==> src/rtl/sysreg_pkg.sv <==
package sysreg_pkg;

  typedef enum logic [3:0] {
    P_NONE,
    P_SYSCTL,
    P_ID0,
    P_ID2,
    P_ID3,
    P_DISK,
    P_CFG,
    P_LOCK_A,
    P_LOCK_B,
    P_BLIND,
    P_ZERO,
    P_CTRL,
    P_MISC,
    P_CONTIG
  } port_e;

  localparam logic [7:0] RD_UNMAPPED = 8'hFF;
  localparam logic [7:0] RD_ID0      = 8'hEF;
  localparam logic [7:0] RD_ID2      = 8'hAD;
  localparam logic [7:0] RD_ID3      = 8'hE0;
  localparam logic [7:0] RD_CFG      = 8'h3C;
  localparam logic [7:0] RD_LOCK     = 8'h39;
  localparam logic [7:0] RD_ZERO     = 8'h00;
  localparam logic [7:0] RD_MISC     = 8'h03;

  localparam logic [1:0] LOCK_CODE_A = 2'b01;
  localparam logic [1:0] LOCK_CODE_B = 2'b10;

endpackage

==> src/rtl/sysreg_decode.sv <==
module sysreg_decode
  import sysreg_pkg::*;
#(
  parameter int ADDR_W      = 16,
  parameter int SINGLE_PORT = 'h0092,
  parameter int WIN_BASE    = 'h0800,
  parameter int WIN_LEN     = 82
) (
  input  logic [ADDR_W-1:0] addr,
  output port_e             port
);
  localparam int OFF_W = $clog2(WIN_LEN);

  logic [ADDR_W-1:0] off;
  logic              in_win;

  assign off    = addr - ADDR_W'(WIN_BASE);
  assign in_win = (addr >= ADDR_W'(WIN_BASE)) && (off < ADDR_W'(WIN_LEN));

  always_comb begin
    port = P_NONE;
    if (addr == ADDR_W'(SINGLE_PORT)) begin
      port = P_SYSCTL;
    end else if (in_win) begin
      case (off[OFF_W-1:0])
        OFF_W'(8'h00): port = P_ID0;
        OFF_W'(8'h02): port = P_ID2;
        OFF_W'(8'h03): port = P_ID3;
        OFF_W'(8'h08): port = P_DISK;
        OFF_W'(8'h0C): port = P_CFG;
        OFF_W'(8'h10): port = P_LOCK_A;
        OFF_W'(8'h12): port = P_LOCK_B;
        OFF_W'(8'h14): port = P_BLIND;
        OFF_W'(8'h18): port = P_ZERO;
        OFF_W'(8'h1C): port = P_CTRL;
        OFF_W'(8'h23): port = P_MISC;
        OFF_W'(8'h50): port = P_CONTIG;
        default:       port = P_NONE;
      endcase
    end
  end
endmodule

==> src/rtl/sysreg_store.sv <==
module sysreg_store
  import sysreg_pkg::*;
#(
  parameter int CTRL_W = 4
) (
  input  logic              clk,
  input  logic              rst,
  input  logic              wr_en,
  input  port_e             port,
  input  logic [CTRL_W-1:0] wbits,
  output logic              hard_reset,
  output logic              endian,
  output logic              disk_present,
  output logic [CTRL_W-1:0] ctrl,
  output logic              contig,
  output logic              lock_pulse,
  output logic [1:0]        lock_code
);
  always_ff @(posedge clk) begin
    if (rst) begin
      hard_reset   <= 1'b0;
      endian       <= 1'b0;
      disk_present <= 1'b0;
      ctrl         <= '0;
      contig       <= 1'b0;
      lock_pulse   <= 1'b0;
      lock_code    <= 2'b00;
    end else begin
      lock_pulse <= 1'b0;
      lock_code  <= 2'b00;
      if (wr_en) begin
        case (port)
          P_SYSCTL: begin
            hard_reset <= wbits[0];
            endian     <= wbits[1];
          end
          P_DISK:   disk_present <= wbits[0];
          P_CTRL:   ctrl         <= wbits;
          P_CONTIG: contig       <= wbits[0];
          P_LOCK_A: begin
            lock_pulse <= 1'b1;
            lock_code  <= LOCK_CODE_A;
          end
          P_LOCK_B: begin
            lock_pulse <= 1'b1;
            lock_code  <= LOCK_CODE_B;
          end
          default: ;
        endcase
      end
    end
  end

  // code is one-hot while the strobe is high and idle otherwise
  a_r4_code_with_pulse: assert property (@(posedge clk) disable iff (rst)
    lock_pulse |-> $onehot(lock_code));
  a_r4_code_idle: assert property (@(posedge clk) disable iff (rst)
    !lock_pulse |-> (lock_code == 2'b00));
endmodule

==> src/rtl/sysreg_rdmux.sv <==
module sysreg_rdmux
  import sysreg_pkg::*;
#(
  parameter int CTRL_W = 4
) (
  input  logic              clk,
  input  logic              rst,
  input  logic              rd_en,
  input  port_e             port,
  input  logic              endian,
  input  logic [CTRL_W-1:0] ctrl,
  input  logic              contig,
  output logic [7:0]        rdata
);
  logic [7:0] nxt;

  always_comb begin
    case (port)
      P_SYSCTL: nxt = {6'b0, endian, 1'b0};
      P_ID0:    nxt = RD_ID0;
      P_ID2:    nxt = RD_ID2;
      P_ID3:    nxt = RD_ID3;
      P_CFG:    nxt = RD_CFG;
      P_LOCK_A: nxt = RD_LOCK;
      P_ZERO:   nxt = RD_ZERO;
      P_CTRL:   nxt = 8'(ctrl);
      P_MISC:   nxt = RD_MISC;
      P_CONTIG: nxt = {7'b0, contig};
      default:  nxt = RD_UNMAPPED;
    endcase
  end

  always_ff @(posedge clk) begin
    if (rst)        rdata <= 8'h00;
    else if (rd_en) rdata <= nxt;
  end

  // read data holds while no read strobe arrives
  a_r10_hold: assert property (@(posedge clk) disable iff (rst)
    (!$past(rst) && !$past(rd_en)) |-> $stable(rdata));
endmodule

==> src/rtl/sysreg_port_block.sv <==
module sysreg_port_block
  import sysreg_pkg::*;
#(
  parameter int ADDR_W      = 16,
  parameter int CTRL_W      = 4,
  parameter int SINGLE_PORT = 'h0092,
  parameter int WIN_BASE    = 'h0800,
  parameter int WIN_LEN     = 82
) (
  input  logic              clk,
  input  logic              rst,
  input  logic [ADDR_W-1:0] bus_addr,
  input  logic              bus_wr,
  input  logic              bus_rd,
  input  logic [7:0]        bus_wdata,
  output logic [7:0]        bus_rdata,
  output logic              hard_reset_o,
  output logic              disk_present_o,
  output logic              contig_map_o,
  output logic              lock_pulse_o,
  output logic [1:0]        lock_code_o
);
  localparam logic [ADDR_W-1:0] A_SYS    = ADDR_W'(SINGLE_PORT);
  localparam logic [ADDR_W-1:0] A_LOCKA  = ADDR_W'(WIN_BASE + 'h10);
  localparam logic [ADDR_W-1:0] A_LOCKB  = ADDR_W'(WIN_BASE + 'h12);
  localparam logic [ADDR_W-1:0] A_CTRL   = ADDR_W'(WIN_BASE + 'h1C);
  localparam logic [ADDR_W-1:0] A_CONTIG = ADDR_W'(WIN_BASE + 'h50);

  port_e             port;
  logic              endian;
  logic [CTRL_W-1:0] ctrl;

  sysreg_decode #(
    .ADDR_W(ADDR_W), .SINGLE_PORT(SINGLE_PORT),
    .WIN_BASE(WIN_BASE), .WIN_LEN(WIN_LEN)
  ) u_dec (
    .addr(bus_addr),
    .port(port)
  );

  sysreg_store #(.CTRL_W(CTRL_W)) u_store (
    .clk(clk), .rst(rst), .wr_en(bus_wr), .port(port),
    .wbits(bus_wdata[CTRL_W-1:0]),
    .hard_reset(hard_reset_o), .endian(endian),
    .disk_present(disk_present_o), .ctrl(ctrl), .contig(contig_map_o),
    .lock_pulse(lock_pulse_o), .lock_code(lock_code_o)
  );

  sysreg_rdmux #(.CTRL_W(CTRL_W)) u_rd (
    .clk(clk), .rst(rst), .rd_en(bus_rd), .port(port),
    .endian(endian), .ctrl(ctrl), .contig(contig_map_o),
    .rdata(bus_rdata)
  );

  // reset request follows bit 0 of the latest accepted control write
  a_r2_reset_level: assert property (@(posedge clk) disable iff (rst)
    ($past(!rst && bus_wr && bus_addr == A_SYS)) |-> (hard_reset_o == $past(bus_wdata[0])));
  // endian read-back has only bit 1 populated
  a_r2_endian_read: assert property (@(posedge clk) disable iff (rst)
    ($past(!rst && bus_rd && bus_addr == A_SYS)) |-> (bus_rdata[7:2] == 6'b0 && !bus_rdata[0]));
  // a strobe is always caused by a lock-port write one cycle earlier
  a_r4_pulse_cause: assert property (@(posedge clk) disable iff (rst)
    lock_pulse_o |-> $past(bus_wr && (bus_addr == A_LOCKA || bus_addr == A_LOCKB)));
  // upper nibble of control read-back is zero
  a_r5_upper_zero: assert property (@(posedge clk) disable iff (rst)
    ($past(!rst && bus_rd && bus_addr == A_CTRL)) |-> (bus_rdata[7:4] == 4'h0));
  // map enable moves only on a write to its port
  a_r6_contig_stable: assert property (@(posedge clk) disable iff (rst)
    (!$past(rst) && !$past(bus_wr && bus_addr == A_CONTIG)) |-> $stable(contig_map_o));
endmodule

==> config.mk <==
export PLATFORM = sky130hd
export DESIGN_NAME = sysreg_port_block
export DESIGN_NICKNAME = d
export VERILOG_FILES = /design/src/rtl/sysreg_pkg.sv /design/src/rtl/sysreg_decode.sv /design/src/rtl/sysreg_store.sv /design/src/rtl/sysreg_rdmux.sv /design/src/rtl/sysreg_port_block.sv
export SDC_FILE = /design/constraint.sdc
export NUM_CORES = 1
export LEC_CHECK = 0
export ABC_AREA = 1
export BUFFER_PORTS_ARGS = -buffer_cell sky130_fd_sc_hd__buf_2
export CAP_MARGIN = 10
export CORE_MARGIN = 1.5
export CORE_UTILIZATION = 45
export CTS_BUF_LIST = sky130_fd_sc_hd__clkbuf_8 sky130_fd_sc_hd__clkbuf_16
export DETAILED_ROUTE_END_ITERATION = 6
export GPL_TIMING_DRIVEN = 0
export HOLD_SLACK_MARGIN = 0.06
export PLACE_DENSITY = 0.71
export SLEW_MARGIN = 10
export SYNTH_ARGS = -nofsm -noshare
export SYNTH_HDL_FRONTEND = slang
export SYNTH_SLANG_ARGS = --single-unit
==> constraint.sdc <==
create_clock -name clk -period 2.05 [get_ports clk]
set_input_delay 0.3075 -clock clk [delete_from_list [all_inputs] [get_ports clk]]
set_output_delay 0.3075 -clock clk [all_outputs]
set_load 0.02 [all_outputs]
==> impl_metrics.yaml <==
cells_and_area:
  antennaDiodeCount: 0
  nets: 332
  design_area_um2: 1840
  area_growth_pct: 19.6
  drive_above_1_share: 0.291
  final_cells: 348
  num-fill-cells: 361
global_route:
  grt_pass1_wl_um: 5530
  grt_start_max_net_pins: 12
  grt_usage: 0.194
  grt_overflow: 0
  antenna_found_initial: 0
  grt_pass1_vias: 1332
routing:
  drtIter0Drc: 89
  num_vias: 1613
  first_pass_iters: 4
  antenna_left: 0
  wl_um: 3380
  drt-wirelength-per-cell_um: 9.72
  via_per_inst: 4.64
  drc_errors: 0
critical_path:
  worstPathCellList: "buf_2 > inv_1 > ha_1 > nand2_1 > nor2_2 > nand2_1 > nor2_1 > nand2_1 > nor2_4 > nand2_2 > nand2_4 > inv_2 > nand2_1 > nand2_1 > nor2_1 > nand3_1 > nand2_1 > inv_1"
  crit_buf_inv: 4
  cpPeakStageDelay_ps: 280
  crit_path_top_delay_cell: "ha_1"
  crit_path_frequent_cell: "nand2_1"
  critPathTopFamily: "simple AND/OR/NAND/NOR gates"
  required_ps: 2210
  end_kind: "register"
  worstSetupStartpointType: "primary input"
  arrival_ps: 2020
  worstPathMaxFanout: 8
  critical_path_class: "primary input to register"
  reg2reg_slack_ps: 1220
power:
  p_sw_w: 0.000225
  p_comb_frac: 0.191
  ir_worst_vdd_uv: 295
  power.internal_w: 0.000568
  power_frac_clock: 0.324
  seqPwrFrac: 0.485
  p_per_area_nw_per_um2: 431
  p_leak_nw: 0.960
  sw_frac_of_total: 0.284
clock_tree:
  clkTransAtPathRegs_ps: 70
  numCtsBuffers: 3
  cts_tree: "yes"
  hold_buffers: 0
  post_cts_buffers: 0
  htree_num_levels: 1
  clock_latency_ps: 260
  root_buffer: "clkbuf_8"
  clock_sinks: 19
  ctsLongestPathBuffers: 2
  cts-resized-gates: 0
logic_synthesis:
  yosysSeqAreaShare: 0.247
  synthMuxAreaShare: 0
  yosys.area_share.simple: 0.570
  avgSynthCellArea_um2: 5.89
  synth_compound_area_frac: 0.0643
  ys_types: 25
  ys_seq_elements: 19
  synthXorXnorAreaFrac: 0
  synth_fp_nets: 290
  netlist_instances: 261
  syn_area_um2: 1540
  synth_top_family_by_area: "simple AND/OR/NAND/NOR gates"
  yosys_warnings: 0
  synthAdderAreaFrac: 0.00814
sta:
  min_period_over_period: 0.909
  worstMarginPinSlew_ps: 354
  finalSetupViolCount: 0
  hold_violations: 0
  relSlewSlack: 0.762
  fmax_mhz: 536
  rsz0062_at_grt: "false"
  finalMaxSlewViolations: 0
  skew_ps: 3.38
  period_needed_ps: 1860
flow_run:
  maxCapViolCount: 0
place:
  hpwl_um: 2760
  place_area_um2: 1780
  io_buffers: 37
  place_inst: 344
  gp_congestion: 0.877
status:
  outcome: "complete, no violations"
floorplanning:
  pin_count: 42
  initial_core_util: 0.464
  die_area_um2: 3780
  die_x_um: 61.5
  die_y_um: 61.5
  coreArea_um2: 3310
  row_count: 21
hold_path:
  min_path_type: "primary input to register"
-- cells in the mapped netlist --
cell type  count  area share
a21oi_1        4       0.013
a21oi_2        1      0.0057
a31oi_1        1      0.0041
buf_1          1      0.0024
buf_4          1      0.0049
clkinv_1       1      0.0024
dfxtp_1       19        0.25
ha_1           1      0.0081
inv_1         36       0.088
inv_2          5       0.012
nand2_1       53        0.13
nand2_2        6       0.024
nand2_4        4       0.029
nand3_1       20       0.065
nand3_2        4       0.026
nand3_4        1       0.011
nand4_1        2      0.0081
nor2_1        62        0.15
nor2_2        13       0.053
nor2_4         6       0.044
nor3_1         5       0.016
nor4_1         2      0.0081
o21ai_0       11       0.036
o21ai_2        1      0.0057
or2_1          1      0.0041
-- metal layers --
metal,up-vias,share of wire,track usage
met5,-,0,0
met4,0,0.0065,0.0243
met3,4,0.052,0.0462
met2,43,0.46,0.334
met1,679,0.49,0.255
li1,887,-,-
-- worst reg2reg max path, delay by kind of cell (launching register included) --
kind,cells,cell delay (ps)
simple gates,3,230
flops,1,330
compound gates,1,160
-- cells by family after synthesis --
kind of cell,Yosys count
flip-flops,19
buffers and inverters,44
AO/OA/AOI/OAI,18
AND/OR/NAND/NOR,179
adder cells (fa/ha/maj),1
-- sequential cells by signal, summed over array words and instances, names as in the netlist --
| name | count |
|---|---|
| u_store.lock_code | 2 |
| u_store.lock_pulse | 1 |
| u_store.ctrl | 4 |
| u_rd.rdata | 8 |
| u_store.hard_reset | 1 |
| u_store.endian | 1 |
| u_store.contig | 1 |
| u_store.disk_present | 1 |
-- power groups by stage --
stage | combinational (W) | clock (W) | sequential, W
floorplan | 0.0000755 | 0 | 0.000408
global placement | 0.000149 | 0 | 0.000393
detailed placement | 0.000150 | 0 | 0.000393
CTS | 0.000151 | 0.000265 | 0.000385
global route | 0.000175 | 0.000284 | 0.000386
finish | 0.000151 | 0.000257 | 0.000385
-- cell type report --
class / instances / area [µm²] / area share
inverters: 42 / 158 / 0.0857
repair buffers: 37 / 185 / 0.101
clock buffers: 3 / 41.3 / 0.0224
well taps: 46 / 57.6 / 0.0313
multi-input cells: 198 / 1000 / 0.544
clock inverters: 1 / 5.00 / 0.00272
flip-flops and latches: 19 / 380 / 0.207
plain buffers: 2 / 11.3 / 0.00612
-- placed cells by master (no fill, tap or decap), drive strengths merged, types with 3 or more instances in the layout --
| cell type | instances |
|---|---|
| nor2 | 81 |
| nand2 | 63 |
| inv | 41 |
| buf | 39 |
| nand3 | 25 |
| dfxtp | 19 |
| o21ai | 12 |
| nor3 | 5 |
| a21oi | 5 |
| clkbuf | 3 |
-- stage by stage --
stage               setup slack, ps   util  total power [W]  TNS (ps)  hold slack [ps]
floorplan                       200      -         0.000483         0              387
global placement              -98.8  0.538         0.000542      -581              437
detailed placement             -135  0.538         0.000543      -845              437
CTS                             141  0.552         0.000800         0              270
global route                   20.7  0.556         0.000844         0              275
finish                          186  0.556         0.000793         0              270
-- path summary, 6_finish.rpt --
path | start | end | cells after the start
setup / recovery | bus_addr[11] | u_rd.rdata[2] | 18
hold / removal | bus_wdata[3] | u_store.ctrl[3] | 3
setup reg to reg | u_store.contig | u_rd.rdata[0] | 4
hold reg to reg | u_store.hard_reset | u_store.hard_reset | 2
Note: power is estimated with default switching activity, not from simulation.
